File: src/rtl/tps_pkg.sv
package tps_pkg;
  localparam int NPAGE = 2;
  localparam int NREG  = 11;
  localparam int AW    = 4;

  localparam int R_CTRL   = 0;
  localparam int R_XSTART = 1;
  localparam int R_XSTOP  = 2;
  localparam int R_YSTART = 3;
  localparam int R_YSTOP  = 4;
  localparam int R_OUTW   = 5;
  localparam int R_OUTH   = 6;
  localparam int R_PRESC  = 7;
  localparam int R_VSCALE = 8;
  localparam int R_HPHASE = 9;
  localparam int R_BOUND  = 10;

  localparam int C_MODE = 0;
  localparam int C_RUN  = 1;

  typedef enum logic {TASK_A = 1'b0, TASK_B = 1'b1} task_e;
endpackage

File: src/rtl/tps_page_bank.sv
module tps_page_bank
  import tps_pkg::*;
#(
  parameter int REG_W = 12
) (
  input  logic clk,
  input  logic rst_n,
  input  logic wr_en,
  input  logic wr_page,
  input  logic [AW-1:0] wr_addr,
  input  logic [REG_W-1:0] wr_data,
  input  logic load,
  output logic shadow_mode_a,
  output logic [NPAGE-1:0][NREG-1:0][REG_W-1:0] live_o
);
  logic [NPAGE-1:0][NREG-1:0][REG_W-1:0] shadow_q;
  logic [NPAGE-1:0][NREG-1:0][REG_W-1:0] live_q;

  for (genvar p = 0; p < NPAGE; p++) begin : g_page
    for (genvar r = 0; r < NREG; r++) begin : g_reg
      always_ff @(posedge clk) begin
        if (!rst_n) begin
          shadow_q[p][r] <= '0;
          live_q[p][r]   <= '0;
        end else begin
          if (wr_en && wr_page == 1'(p) && wr_addr == AW'(r))
            shadow_q[p][r] <= wr_data;
          if (load)
            live_q[p][r] <= shadow_q[p][r];
        end
      end
    end
  end

  assign shadow_mode_a = shadow_q[0][R_CTRL][C_MODE];
  assign live_o = live_q;

  assert_live_hold_R2: assert property (@(posedge clk) disable iff (!rst_n)
    !$past(load) |-> $stable(live_q));
  assert_live_reload_R3: assert property (@(posedge clk) disable iff (!rst_n)
    $past(load) |-> live_q == $past(shadow_q));
endmodule

File: src/rtl/tps_timing.sv
module tps_timing #(
  parameter int CNT_W = 12
) (
  input  logic clk,
  input  logic rst_n,
  input  logic hsync,
  input  logic vsync,
  output logic [CNT_W-1:0] pix_o,
  output logic [CNT_W-1:0] line_o
);
  localparam logic [CNT_W-1:0] CNT_MAX = '1;
  logic [CNT_W-1:0] pix_q, line_q;

  always_ff @(posedge clk) begin
    if (!rst_n) begin
      pix_q  <= '0;
      line_q <= '0;
    end else if (vsync) begin
      pix_q  <= '0;
      line_q <= '0;
    end else if (hsync) begin
      pix_q  <= '0;
      if (line_q != CNT_MAX) line_q <= line_q + 1'b1;
    end else if (pix_q != CNT_MAX) begin
      pix_q <= pix_q + 1'b1;
    end
  end

  assign pix_o  = pix_q;
  assign line_o = line_q;

  assert_pix_restart_R7: assert property (@(posedge clk) disable iff (!rst_n)
    $past(hsync || vsync) |-> pix_q == '0);
  assert_line_step_R7: assert property (@(posedge clk) disable iff (!rst_n)
    ($past(hsync && !vsync) && $past(line_q) != CNT_MAX) |-> line_q == $past(line_q) + 1'b1);
endmodule

File: src/rtl/tps_task_select.sv
module tps_task_select
  import tps_pkg::*;
#(
  parameter int CNT_W = 12
) (
  input  logic clk,
  input  logic rst_n,
  input  logic hsync,
  input  logic vsync,
  input  logic field_id,
  input  logic shadow_mode_a,
  input  logic live_mode_a,
  input  logic [CNT_W-1:0] boundary,
  input  logic [CNT_W-1:0] line_cnt,
  output task_e sel_o,
  output logic load_o
);
  task_e sel_q;
  logic  bnd_hit;
  logic [CNT_W-1:0] next_line;

  assign next_line = line_cnt + 1'b1;
  assign bnd_hit   = hsync && !vsync && live_mode_a && (next_line == boundary);
  assign load_o    = vsync || bnd_hit;

  always_ff @(posedge clk) begin
    if (!rst_n)
      sel_q <= TASK_A;
    else if (vsync)
      sel_q <= shadow_mode_a ? TASK_A : task_e'(field_id);
    else if (bnd_hit)
      sel_q <= TASK_B;
  end

  assign sel_o = sel_q;

  assert_switch_on_sync_R6: assert property (@(posedge clk) disable iff (!rst_n)
    !$stable(sel_q) |-> $past(hsync || vsync));
  assert_alt_field_R4: assert property (@(posedge clk) disable iff (!rst_n)
    ($past(vsync) && !$past(shadow_mode_a)) |-> (sel_q == task_e'($past(field_id))));
  assert_region_start_R5: assert property (@(posedge clk) disable iff (!rst_n)
    ($past(vsync) && $past(shadow_mode_a)) |-> (sel_q == TASK_A));
endmodule

File: src/rtl/task_page_sequencer.sv
module task_page_sequencer
  import tps_pkg::*;
#(
  parameter int REG_W = 12
) (
  input  logic clk,
  input  logic rst_n,
  input  logic wr_en,
  input  logic wr_page,
  input  logic [3:0] wr_addr,
  input  logic [REG_W-1:0] wr_data,
  input  logic hsync,
  input  logic vsync,
  input  logic field_id,
  output logic task_id,
  output logic task_active,
  output logic in_window,
  output logic [1:0] src_sel,
  output logic [REG_W-1:0] win_x_start,
  output logic [REG_W-1:0] win_x_stop,
  output logic [REG_W-1:0] win_y_start,
  output logic [REG_W-1:0] win_y_stop,
  output logic [REG_W-1:0] out_width,
  output logic [REG_W-1:0] out_height,
  output logic [3:0] prescale,
  output logic [REG_W-1:0] vscale,
  output logic [REG_W-1:0] hphase
);
  logic [NPAGE-1:0][NREG-1:0][REG_W-1:0] live;
  logic [NREG-1:0][REG_W-1:0] act;
  logic [REG_W-1:0] pix, line;
  logic load, shadow_mode_a;
  task_e sel;

  tps_page_bank #(.REG_W(REG_W)) u_bank (
    .clk(clk), .rst_n(rst_n), .wr_en(wr_en), .wr_page(wr_page),
    .wr_addr(wr_addr), .wr_data(wr_data), .load(load),
    .shadow_mode_a(shadow_mode_a), .live_o(live)
  );

  tps_timing #(.CNT_W(REG_W)) u_timing (
    .clk(clk), .rst_n(rst_n), .hsync(hsync), .vsync(vsync),
    .pix_o(pix), .line_o(line)
  );

  tps_task_select #(.CNT_W(REG_W)) u_select (
    .clk(clk), .rst_n(rst_n), .hsync(hsync), .vsync(vsync),
    .field_id(field_id), .shadow_mode_a(shadow_mode_a),
    .live_mode_a(live[0][R_CTRL][C_MODE]), .boundary(live[0][R_BOUND]),
    .line_cnt(line), .sel_o(sel), .load_o(load)
  );

  assign act         = (sel == TASK_B) ? live[1] : live[0];
  assign task_id     = sel;
  assign task_active = act[R_CTRL][C_RUN];
  assign src_sel     = act[R_CTRL][3:2];
  assign win_x_start = act[R_XSTART];
  assign win_x_stop  = act[R_XSTOP];
  assign win_y_start = act[R_YSTART];
  assign win_y_stop  = act[R_YSTOP];
  assign out_width   = act[R_OUTW];
  assign out_height  = act[R_OUTH];
  assign prescale    = act[R_PRESC][3:0];
  assign vscale      = act[R_VSCALE];
  assign hphase      = act[R_HPHASE];

  assign in_window = task_active
                  && (pix >= act[R_XSTART]) && (pix < act[R_XSTOP])
                  && (line >= act[R_YSTART]) && (line < act[R_YSTOP]);

  assert_outputs_hold_R10: assert property (@(posedge clk) disable iff (!rst_n)
    (!$past(load) && $stable(sel)) |-> ($stable(win_x_start) && $stable(vscale) && $stable(src_sel)));
endmodule

File: config.mk
export PLATFORM = sky130hd
export DESIGN_NAME = task_page_sequencer
export DESIGN_NICKNAME = d
export VERILOG_FILES = /design/src/rtl/tps_pkg.sv /design/src/rtl/tps_page_bank.sv /design/src/rtl/tps_timing.sv /design/src/rtl/tps_task_select.sv /design/src/rtl/task_page_sequencer.sv
export SDC_FILE = /design/constraint.sdc
export NUM_CORES = 1
export LEC_CHECK = 0
export BUFFER_PORTS_ARGS = -buffer_cell sky130_fd_sc_hd__buf_4
export CAP_MARGIN = 20
export CORE_ASPECT_RATIO = 0.9
export CORE_MARGIN = 2
export CORE_UTILIZATION = 48
export CTS_CLUSTER_SIZE = 10
export DETAILED_ROUTE_END_ITERATION = 7
export MAX_ROUTING_LAYER = met4
export PLACE_DENSITY_LB_ADDON = 0.25
export SETUP_SLACK_MARGIN = 0.05
export SLEW_MARGIN = 20
export SYNTH_ARGS = -nofsm -noshare
export SYNTH_HDL_FRONTEND = slang
export SYNTH_SLANG_ARGS = --single-unit
File: constraint.sdc
create_clock -name clk -period 4.8 [get_ports clk]
set_input_delay 0.72 -clock clk [delete_from_list [all_inputs] [get_ports clk]]
set_output_delay 0.72 -clock clk [all_outputs]
set_load 0.005 [all_outputs]
Word-level counts from Yosys, hierarchy flattened
Cells that the tools add are included.

Register bits after elaboration: 529. Input port bits: 23. Output and inout port bits: 105. Word-level logic and storage cells: 107.

$add $sub $neg: 2. $lt $le $gt $ge: 4. Equal/unequal tests: 13. Mux-type cells: 4. Bitwise logic cells: 2. Reductions and logical operators: 37.

Operators with widths (count): $mux W120 (1); $logic_and A1 B1 Y1 (30); $add A12 B1 Y12 const B (2); $ge A12 B12 Y1 (2); $lt A12 B12 Y1 (2); $ne A12 B12 Y1 const B (2); $eq A4 B3 Y1 const B (4); $eq A12 B12 Y1 (1); $eq A4 B4 Y1 const B (3); $eq A4 B2 Y1 const B (2); $eq A4 B1 Y1 const B (1); $logic_not A4 Y1 (1); $mux W1 (3); $reduce_or A3 Y1 (1); $not A1 Y1 (2); $reduce_and A2 Y1 (1); $reduce_bool A2 Y1 (1); $reduce_or A2 Y1 (1); $logic_not A1 Y1 (1); $logic_or A1 B1 Y1 (1).

Logic depth before layout (Yosys ltp)
Gate-level depths: netlist of the first run.

Word-level depth: 6. Depth in mapped cells: 12. Gate-level depth less buffers: 9.

By module
From an unflattened synthesis of the first run, not the netlist that was laid out.

Cell total of the unflattened synthesis: 2229. Area total of the unflattened synthesis: 23282.3 um2.

By module, submodules not included: tps_page_bank (instances 1, cells each 1769, area each 19368.6 um2, seq. area each 10570.1 um2); task_page_sequencer (instances 1, cells each 270, area each 2280.9 um2, seq. area each 0.0 um2); tps_timing (instances 1, cells each 134, area each 1204.9 um2, seq. area each 480.5 um2); tps_task_select (instances 1, cells each 56, area each 427.9 um2, seq. area each 20.0 um2).

Worst setup path before layout of the first run
Ideal clock, no wire load.

Path type: reg-to-output. Start point: register u_select.sel_q, in the netlist u_select.sel_o. End point: output in_window. Arrival: 2.999 ns. Data required time: 4.080 ns. Setup slack: 1.081 ns. Stages on the path, launching flop included: 12. Path buffers: 3. Cell sequence: dfxtp_1 > clkbuf_1 > clkbuf_1 > buf_1 > mux2i_1 > ha_1 > a21o_1 > a21o_1 > a221o_1 > a31oi_1 > o211ai_1 > nor4_1.

Cells in the longest elaborated chain, start to end: 6. Elaborated cells between the ends (all ways): 9. Classes of those cells: 4 x order compare; 1 x mux; 4 x reduce/logical.

RTL lines: start, declared (RTL line tps_task_select.sv:18) `task_e sel_q;`; start signal, assigned (RTL line tps_task_select.sv:30) `sel_q <= shadow_mode_a ? TASK_A : task_e'(field_id);`; $mux W120 * (RTL line task_page_sequencer.sv:53) `assign act = (sel == TASK_B) ? live[1] : live[0];`; $ge A12 B12 Y1 (RTL line task_page_sequencer.sv:68) `&& (pix >= act[R_XSTART]) && (pix < act[R_XSTOP])`; $logic_and A1 B1 Y1 (2 in a row) (RTL line task_page_sequencer.sv:68); $logic_and A1 B1 Y1 (RTL line task_page_sequencer.sv:69) `&& (line >= act[R_YSTART]) && (line < act[R_YSTOP]);`; $logic_and A1 B1 Y1 * (RTL line task_page_sequencer.sv:69); end, declared (RTL line task_page_sequencer.sv:17) `output logic in_window,`.

Mark *: on every way between the ends. The rest lies on a longest branch, timed or not.

Final worst setup path of the first run
Ends and elaborated chain as after synthesis.

==> results.toml, run 1 <==
[synth]
syn-cell-area_um2 = 20200
avgSynthCellArea_um2 = 8.86
synth_edf_count = 0
yosysUniqueCellTypes = 55
yosysWarnings = 0
syn-instance-count = 2278
synth_seq_cells = 463
yosysSeqAreaShare = 0.459
ys.flop_type = "dfxtp_1"
synth_nets = 2349
synthArstFlopShare = 0

[critical_path]
path_buf_inv = 1
arrival_ns = 3.56
path_common_cell = "a21o_1"
crit_type = "register to primary output"
crit_required_ns = 4.08
path_max_fanout = 33
start_kind = "register"
critPathCaptureType = "primary output"
crit_chain = "mux2i_1 -> ha_1 -> a21o_1 -> a21o_1 -> a221o_1 -> a31oi_1 -> o211ai_1 -> nor4_1 -> buf_4"
path_delay_family = "compound AO/OA/AOI/OAI gates"
max_stage_delay_ns = 0.75
crit_slowest_cell = "dfxtp_4"

[drt]
met3WireLength_um = 2810
num_vias = 15307
drcViolationCount = 0
routed_via_density = 5.40
drt-total-wl_um = 50800
wl_met1_um = 24600
antenna_left = 0
drt-pass1-iter-count = 6
wl_met2_um = 22300
drt_iter0_drc = 1233
wire_per_inst_um = 17.9
dr.max_layer_used = "met4"

[pwr]
leakagePower_nw = 8.68
power_mw = 7.77
irDropWorstVdd_uv = 245
power_density_nw_per_um2 = 346

[sta]
worstMarginPinSlew_ns = 1.08
finalSetupTns_ns = 0
relSlewSlack = 0.283
timing.fmax_mhz = 233
setup_viol_count_final = 0
slew_viol_final = 0
hold_violations = 0
rsz0062_at_grt = "no"
fin_crit_ns = 4.28
fin_skew_ns = 0.0171
timing.final.ws_setup_ns = 0.517
fin_crit_sh = 0.892

[layout]
areaGrowthSynthToFinish_pct = 11.4
layout_common_cells = "dfxtp_1 (462), nand2_1 (375), nand3_1 (262), mux2i_1 (186), nor2b_1 (148)"
drive_above_1_share = 0.120
nets = 2346
final_cells = 2834
layout_commonest_cell = "dfxtp_1"

[cts]
hold_buffers = 0
cts_buffers = 53
clk_latency_ns = 0.57
clk_pin_slew_ns = 0.06
cts_tree = "yes"
cts.sinks = 463
root_buffer = "clkbuf_16"
htreeDepth = 2
cts_resized = 0
post_cts.repair.setup_buffers = 0
cts_buffer_depth = 3

[die]
die_h_um = 198
die_w_um = 220
dieArea_um2 = 43700
ios = 128
floorplan.initialDensity = 0.484
core_um2 = 41700
core.rowCount = 71

[min_path]
hold_path.class = "register to register"

[global_routing]
overflow = 0
grt_first_pass_wirelength_um = 79300
first_global_vias = 14295
grt_max_degree = 279
antenna_found_initial = 4
grtUsageTotal = 0.237

[placement]
place_congestion = 0.876
place_ws_ns = 1.12
placed_cells = 2767
io_buffer_count = 127
dp_hpwl_um = 31300

[job]
drv_cap = 0

[outcome]
status = "finished clean"
## cells in the mapped netlist, drive strengths merged (7+ instances only)
library cell	n	area (um^2)
a21boi	81	608
a21o	10	75.1
a21oi	17	85.1
and3	8	50.1
buf	70	498
clkbuf	132	509
dfxtp	463	9270
ha	48	601
inv	50	188
mux2	59	664
mux2i	186	1860
nand2	375	1410
nand2b	9	56.3
nand3	263	1320
nand4	14	87.6
nor2	28	105
nor2b	148	926
nor3	7	35.0
o21ai	229	1150
xnor2	15	131
xor2	15	131
## flip-flops by register name, indices dropped and copies added, names as in the netlist
signal,flops
u_bank.live_o,219
u_bank.shadow_q,218
u_timing.line_o,12
u_timing.pix_o,12
u_bank.shadow_mode_a,1
u_select.sel_o,1
## final cells by class
cell class                 count  area [um^2]
antenna                        4         10.0
inverter                      50          188
timing repair buffer         144         1140
clock buffer                  60         1400
clock inverter                 3         30.0
tap                          547          684
multi-input combinational   1563         9740
fill                        3851        19200
sequential                   463         9270
## kinds of logic after synthesis
logic type      count (synthesis)  synth area share
compound gates                361             0.105
buf+inv                       252            0.0592
xor+xnor                       30            0.0130
flops                         463             0.459
simple gates                  879             0.208
fa+ha+maj                      48            0.0298
mux                           245             0.125
## report_power, final
part / total (mW) / leakage, nW / switching, mW / internal, mW
sequential: 3.89 / 3.73 / 0.0228 / 3.87
clock: 3.52 / 0.706 / 1.49 / 2.03
combinational: 0.360 / 4.25 / 0.255 / 0.104
## path summary, 6_finish.rpt
check	startpoint	end	slack, ns	cells after the start
worst min register to register	u_bank.shadow_q[188]	u_bank.live_o[188]	0.44	2
worst min-delay path	u_bank.shadow_q[188]	u_bank.live_o[188]	0.44	2
worst max-delay path	u_select.sel_o	in_window	0.52	9
worst max register to register	u_timing.line_o[1]	u_bank.live_o[79]	1.42	8
## per-stage QoR
stage                     hold WS (ns)   util  cell area, um^2
after floorplan                  0.428      -            20200
after global routing             0.459  0.539            22500
final                            0.440  0.539            22500
after detailed placement         0.436  0.505            21000
after CTS                        0.441  0.539            22500
after global placement           0.432  0.505            21000
## routing by layer
metal  up-vias  global-route usage
met1      7194               0.329
li1       7694                   -
met5         -                   -
met4         0              0.0607
met2       336               0.359
met3        83              0.0388
## worst min-delay path, cell delays in order, from the launching register on
cell and delay [ns]:
dfxtp_1 0.31, nand2_1 0.05, o21ai_1 0.05
No activity file was read; power rests on OpenSTA's default activity.
==> run 2, diff against run 1 <==
--- a/config.mk
+++ b/config.mk
@@ -14,6 +14,7 @@
 export DETAILED_ROUTE_END_ITERATION = 7
 export MAX_ROUTING_LAYER = met4
 export PLACE_DENSITY_LB_ADDON = 0.25
+export REMOVE_ABC_BUFFERS = 1
 export SETUP_SLACK_MARGIN = 0.05
 export SLEW_MARGIN = 20
 export SYNTH_ARGS = -nofsm -noshare
==> run 2 against run 1 <==
  * Critical path depth is 1 lower
  * First-iteration DRC count is 3.7% higher
  * Largest cell class unchanged
  * Worst setup slack worse by 0.064 ns
  * Power is 0.77% lower
  * Highest routed layer unchanged
  * Clock power is 2% lower
  * Largest power group unchanged
==> results.toml, run 2 (same netlist as run 1, synthesis figures left out) <==
[drt]
wire_per_inst_um = 17.8
antenna_left = 0
drt-total-wl_um = 50600
drt_iter0_drc = 1279
routed_via_density = 5.38
drt-pass1-iter-count = 5
drcViolationCount = 0
num_vias = 15252

[global_routing]
overflow = 0
grt_max_degree = 252
grt_first_pass_wirelength_um = 79600
first_global_vias = 14184
antenna_found_initial = 1
grtUsageTotal = 0.237

[critical_path]
cp-endpoint = "in_window"
start_kind = "register"
r2r_start = "u_timing.line_o[1]"
path_max_fanout = 22
crit_required_ns = 4.08
startpoint = "u_select.sel_o"
r2r_slack_ns = 1.48
timing.rr.end = "u_bank.live_o[99]"
worstRegToRegCells = 8
critPathCaptureType = "primary output"
arrival_ns = 3.63
crit_type = "register to primary output"

[pwr]
leakagePower_nw = 8.70
power_density_nw_per_um2 = 343
irDropWorstVdd_uv = 259

[cts]
clk_latency_ns = 0.60
cts.sinks = 463
hold_buffers = 0
root_buffer = "clkbuf_16"
cts_buffer_depth = 3
clk_pin_slew_ns = 0.06
cts_buffers = 52
cts_tree = "yes"
htreeDepth = 2

[die]
floorplan.initialDensity = 0.484
ios = 128
die_h_um = 198
dieArea_um2 = 43700
die_w_um = 220
core_um2 = 41700
core.rowCount = 71

[layout]
final_cells = 2837
finish.utilization = 0.540
largest_register_ff_count = 219
fill_cells = 3786
drive_above_1_share = 0.121
multiInputGateArea_um2 = 9740
areaGrowthSynthToFinish_pct = 11.5
seqCellArea_um2 = 9270
nets = 2352
layout_commonest_cell = "dfxtp_1"
layout_common_cells = "dfxtp_1 (462), nand2_1 (375), nand3_1 (262), mux2i_1 (186), nor2b_1 (148)"

[sta]
finalSetupTns_ns = 0
rsz0062_at_grt = "no"
fin_crit_ns = 4.35
fin_skew_ns = 0.0181
relSlewSlack = 0.327
worstMarginPinSlew_ns = 1.01
setup_viol_count_final = 0
hold_violations = 0
slew_viol_final = 0
fin_crit_sh = 0.906
timing.final.ws_setup_ns = 0.453
timing.fmax_mhz = 230

[placement]
place_congestion = 0.847
dp_hpwl_um = 30800
io_buffer_count = 127
place_ws_ns = 0.946
placed_cells = 2773

[job]
drv_cap = 0

[outcome]
status = "finished clean"

[min_path]
hold_path.class = "register to register"
run 2: area by class of cell:
class                   instances  share of cell area
clock buffers                  59              0.0595
inverters                      50             0.00834
diodes                          1            0.000111
clock inverters                 3             0.00200
well taps                     547              0.0304
repair buffers                151              0.0541
flip-flops and latches        463               0.412
multi-input cells            1563               0.433
run 2: how the worst min path moves through the flow:
stage               slack (ns)  depth (start not counted)                 end                  from
floorplan                 0.43                          2  u_bank.live_o[214]  u_bank.shadow_q[214]
global placement          0.43                          2  u_bank.live_o[147]  u_bank.shadow_q[147]
detailed placement        0.44                          2  u_bank.live_o[109]  u_bank.shadow_q[109]
CTS                       0.44                          2   u_bank.live_o[39]   u_bank.shadow_q[39]
global route              0.46                          2  u_bank.live_o[149]  u_bank.shadow_q[149]
finish                    0.43                          2   u_bank.live_o[39]   u_bank.shadow_q[39]
run 2: repair_timing:
item,CTS,global route
endpoints found under the setup margin,0,1
resized for setup,0,0
buffers inserted,0,1
run 2: worst max-delay path: stages (launching register included):
cell	delay, ns
dfxtp_4	0.61
buf_4	0.42
mux2i_1	0.33
ha_1	0.27
and4_1	0.22
a221oi_1	0.29
a21oi_1	0.20
nor4_1	0.46
buf_4	0.19
run 2: layer usage:
layer | track usage | vias to the layer above | routed length [um]
met5 | - | - | 0
met4 | 0.0614 | 0 | 907
met3 | 0.0307 | 69 | 2000
met2 | 0.373 | 270 | 23300
met1 | 0.323 | 7223 | 24400
li1 | - | 7690 | -
run 2: power by group:
group          switching [mW]  internal [mW]  leakage (nW)  total, mW
sequential             0.0193           3.87          3.73       3.88
combinational           0.263          0.110          4.29      0.373
clock                    1.51           1.94         0.676       3.45
total                    1.79           5.92          8.70       7.71
run 2: metrics by stage:
step	area [um^2]	total power, mW	hold WS [ns]
floorplan	19200	4.12	0.428
global placement	21100	4.33	0.431
detailed placement	21100	4.34	0.438
CTS	22500	7.78	0.436
global route	22500	7.96	0.459
finish	22500	7.71	0.434
==> run 3, diff against run 2 <==
--- a/config.mk
+++ b/config.mk
@@ -5,13 +5,13 @@
 export SDC_FILE = /design/constraint.sdc
 export NUM_CORES = 1
 export LEC_CHECK = 0
-export BUFFER_PORTS_ARGS = -buffer_cell sky130_fd_sc_hd__buf_4
 export CAP_MARGIN = 20
 export CORE_ASPECT_RATIO = 0.9
 export CORE_MARGIN = 2
 export CORE_UTILIZATION = 48
 export CTS_CLUSTER_SIZE = 10
 export DETAILED_ROUTE_END_ITERATION = 7
+export DONT_BUFFER_PORTS = 1
 export MAX_ROUTING_LAYER = met4
 export PLACE_DENSITY_LB_ADDON = 0.25
 export REMOVE_ABC_BUFFERS = 1
==> run 3 against run 2 <==
  * The run now ends with slew limit left
  * Clock-buffer cell count did not move
  * Sequential share of layout area rose by 1.9 points
  * Non-clock buffer count fell by 130
  * Design area fell by 4.4%
  * Clock power barely moved
  * Sequential power barely moved
  * Via count fell by 3.6%
  * Sequential cell count did not move
  * Clock skew fell by 0.0060 ns
  * Maximum frequency fell by 1.5%
  * Hold slack got worse by 0.14 ns
  * Critical endpoint unchanged
==> results.toml, run 3 (same netlist as run 1, synthesis figures left out) <==
[cts]
cts_buffer_depth = 3
cts.sinks = 463
hold_buffers = 0
clk_pin_slew_ns = 0.05
cts_tree = "yes"
cts_buffers = 52
root_buffer = "clkbuf_16"
post_cts.repair.setup_buffers = 0
htreeDepth = 2
clk_latency_ns = 0.59
cts_resized = 0

[global_routing]
grt_first_pass_wirelength_um = 77600
grt_most_used_layer = "met2"
grt_util_met3 = 0.0541
grtUsageTotal = 0.232
overflow = 0
grt_max_degree = 660
first_global_vias = 13813
use_met2 = 0.358
grt_util_met1 = 0.304
antenna_found_initial = 0

[pwr]
irDropWorstVdd_uv = 259
power_density_nw_per_um2 = 351
power_mw = 7.55
clkPwrFrac = 0.457
combinationalPowerShare = 0.028
p_int_mw = 5.93
swShare = 0.214
switchingPower_mw = 1.62
share_seq_of_total_power = 0.515
leakagePower_nw = 8.00

[critical_path]
worstRegToRegCells = 9
start_kind = "register"
crit_chain = "buf_4 -> buf_4 -> mux2i_1 -> ha_1 -> o21ai_0 -> nand2b_1 -> a31oi_1 -> o211ai_1 -> nor4_1"
r2r_slack_ns = 1.56
crit_type = "register to primary output"
startpoint = "u_select.sel_o"
path_max_fanout = 32
r2r_start = "u_timing.line_o[0]"
arrival_ns = 3.69
crit_required_ns = 4.08
max_stage_delay_ns = 0.77
timing.rr.end = "u_bank.live_o[219]"
critPathCaptureType = "primary output"
path_common_cell = "buf_4"
crit_slowest_cell = "dfxtp_4"

[min_path]
hold_depth = 2
hold_path.class = "input port to register"
hold_path_end = "u_bank.shadow_q[46]"
hp-start = "wr_data[10]"

[layout]
nets = 2222
layout_common_cells = "dfxtp_1 (462), nand2_1 (375), nand3_1 (262), mux2i_1 (186), nor2b_1 (147)"
fin_area_um2 = 21500
largest_register_ff_count = 219
areaGrowthSynthToFinish_pct = 6.57
layout_commonest_cell = "dfxtp_1"
drive_above_1_share = 0.0690
diodes = 0
fill_cells = 3813

[die]
die_w_um = 220
die_h_um = 198
core.rowCount = 71
core_um2 = 41700
floorplan.initialDensity = 0.484
dieArea_um2 = 43700
ios = 128

[sta]
fin_crit_sh = 0.919
setup_viol_count_final = 0
fin_skew_ns = 0.0121
relSlewSlack = -0.277
slew_viol_final = 430
worstMarginPinSlew_ns = 1.92
rsz0062_at_grt = "no"
hold_violations = 0
timing.fmax_mhz = 227
fin_crit_ns = 4.41

[job]
drv_cap = 0

[drt]
num_vias = 14706
routed_via_density = 5.44
drt-pass1-iter-count = 6
antenna_left = 0
drt-total-wl_um = 49500
drt_iter0_drc = 1042
wire_per_inst_um = 18.3
drcViolationCount = 0

[placement]
dp_hpwl_um = 30200
io_buffer_count = 0
dpl-instance-area_um2 = 20100
place_congestion = 0.889

[outcome]
status = "finished with violations"
violations = "slew limit"
==> run 3: worst max-delay path by stage <==
stage | to | slack [ns] | cells past startpoint
after CTS | in_window | 0.33 | 9
after detailed placement | in_window | 0.97 | 9
after floorplan | u_bank.live_o[107] | -2.42 | 6
after global routing | in_window | 0.11 | 9
final | in_window | 0.39 | 9
after global placement | in_window | 1.04 | 9
==> run 3: power groups by stage <==
stage          sequential, mW  clock, mW  combinational (mW)
2_1_floorplan            3.98          0               0.149
3_3_place_gp             3.97          0               0.207
3_5_place_dp             3.97          0               0.211
4_1_cts                  3.89       3.53               0.211
5_1_grt                  3.89       3.68               0.229
6_report                 3.89       3.45               0.215
==> run 3: worst max-delay path: cells and delay by family, from the launching register on <==
family                   cells  cell delay, ns
buffers and inverters        2            0.61
AND/OR/NAND/NOR              2            0.72
flip-flops                   1            0.77
adder cells (fa/ha/maj)      1            0.27
AO/OA/AOI/OAI                3            0.42
multiplexers                 1            0.30
==> run 3: layer usage <==
metal / vias up / share of wire
li1: 7442 / -
met1: 6893 / 0.47
met2: 287 / 0.44
met3: 84 / 0.060
met4: 0 / 0.027
met5: - / 0
==> run 3: per-stage QoR <==
| stage | TNS [ns] | cells | hold WS [ns] | setup WS (ns) | utilization |
|---|---|---|---|---|---|
| 3_3_place_gp | 0 | 2644 | 0.432 | 1.04 | 0.483 |
| 6_report | 0 | 2705 | 0.293 | 0.388 | 0.516 |
| 5_1_grt | 0 | 2705 | 0.260 | 0.109 | 0.516 |
| 3_5_place_dp | 0 | 2644 | 0.438 | 0.967 | 0.483 |
| 4_1_cts | 0 | 2705 | 0.248 | 0.331 | 0.516 |
| 2_1_floorplan | -508.97 | 2076 | 0.428 | -2.42 | - |
==> run 3: area by class of cell <==
cell class / count / area, um^2 / area share
clock inverter: 2 / 17.5 / 0.000815
clock buffer: 59 / 1370 / 0.0637
sequential: 463 / 9270 / 0.431
inverter: 50 / 188 / 0.00873
multi-input combinational: 1563 / 9760 / 0.454
tap: 547 / 684 / 0.0318
timing repair buffer: 21 / 208 / 0.00966
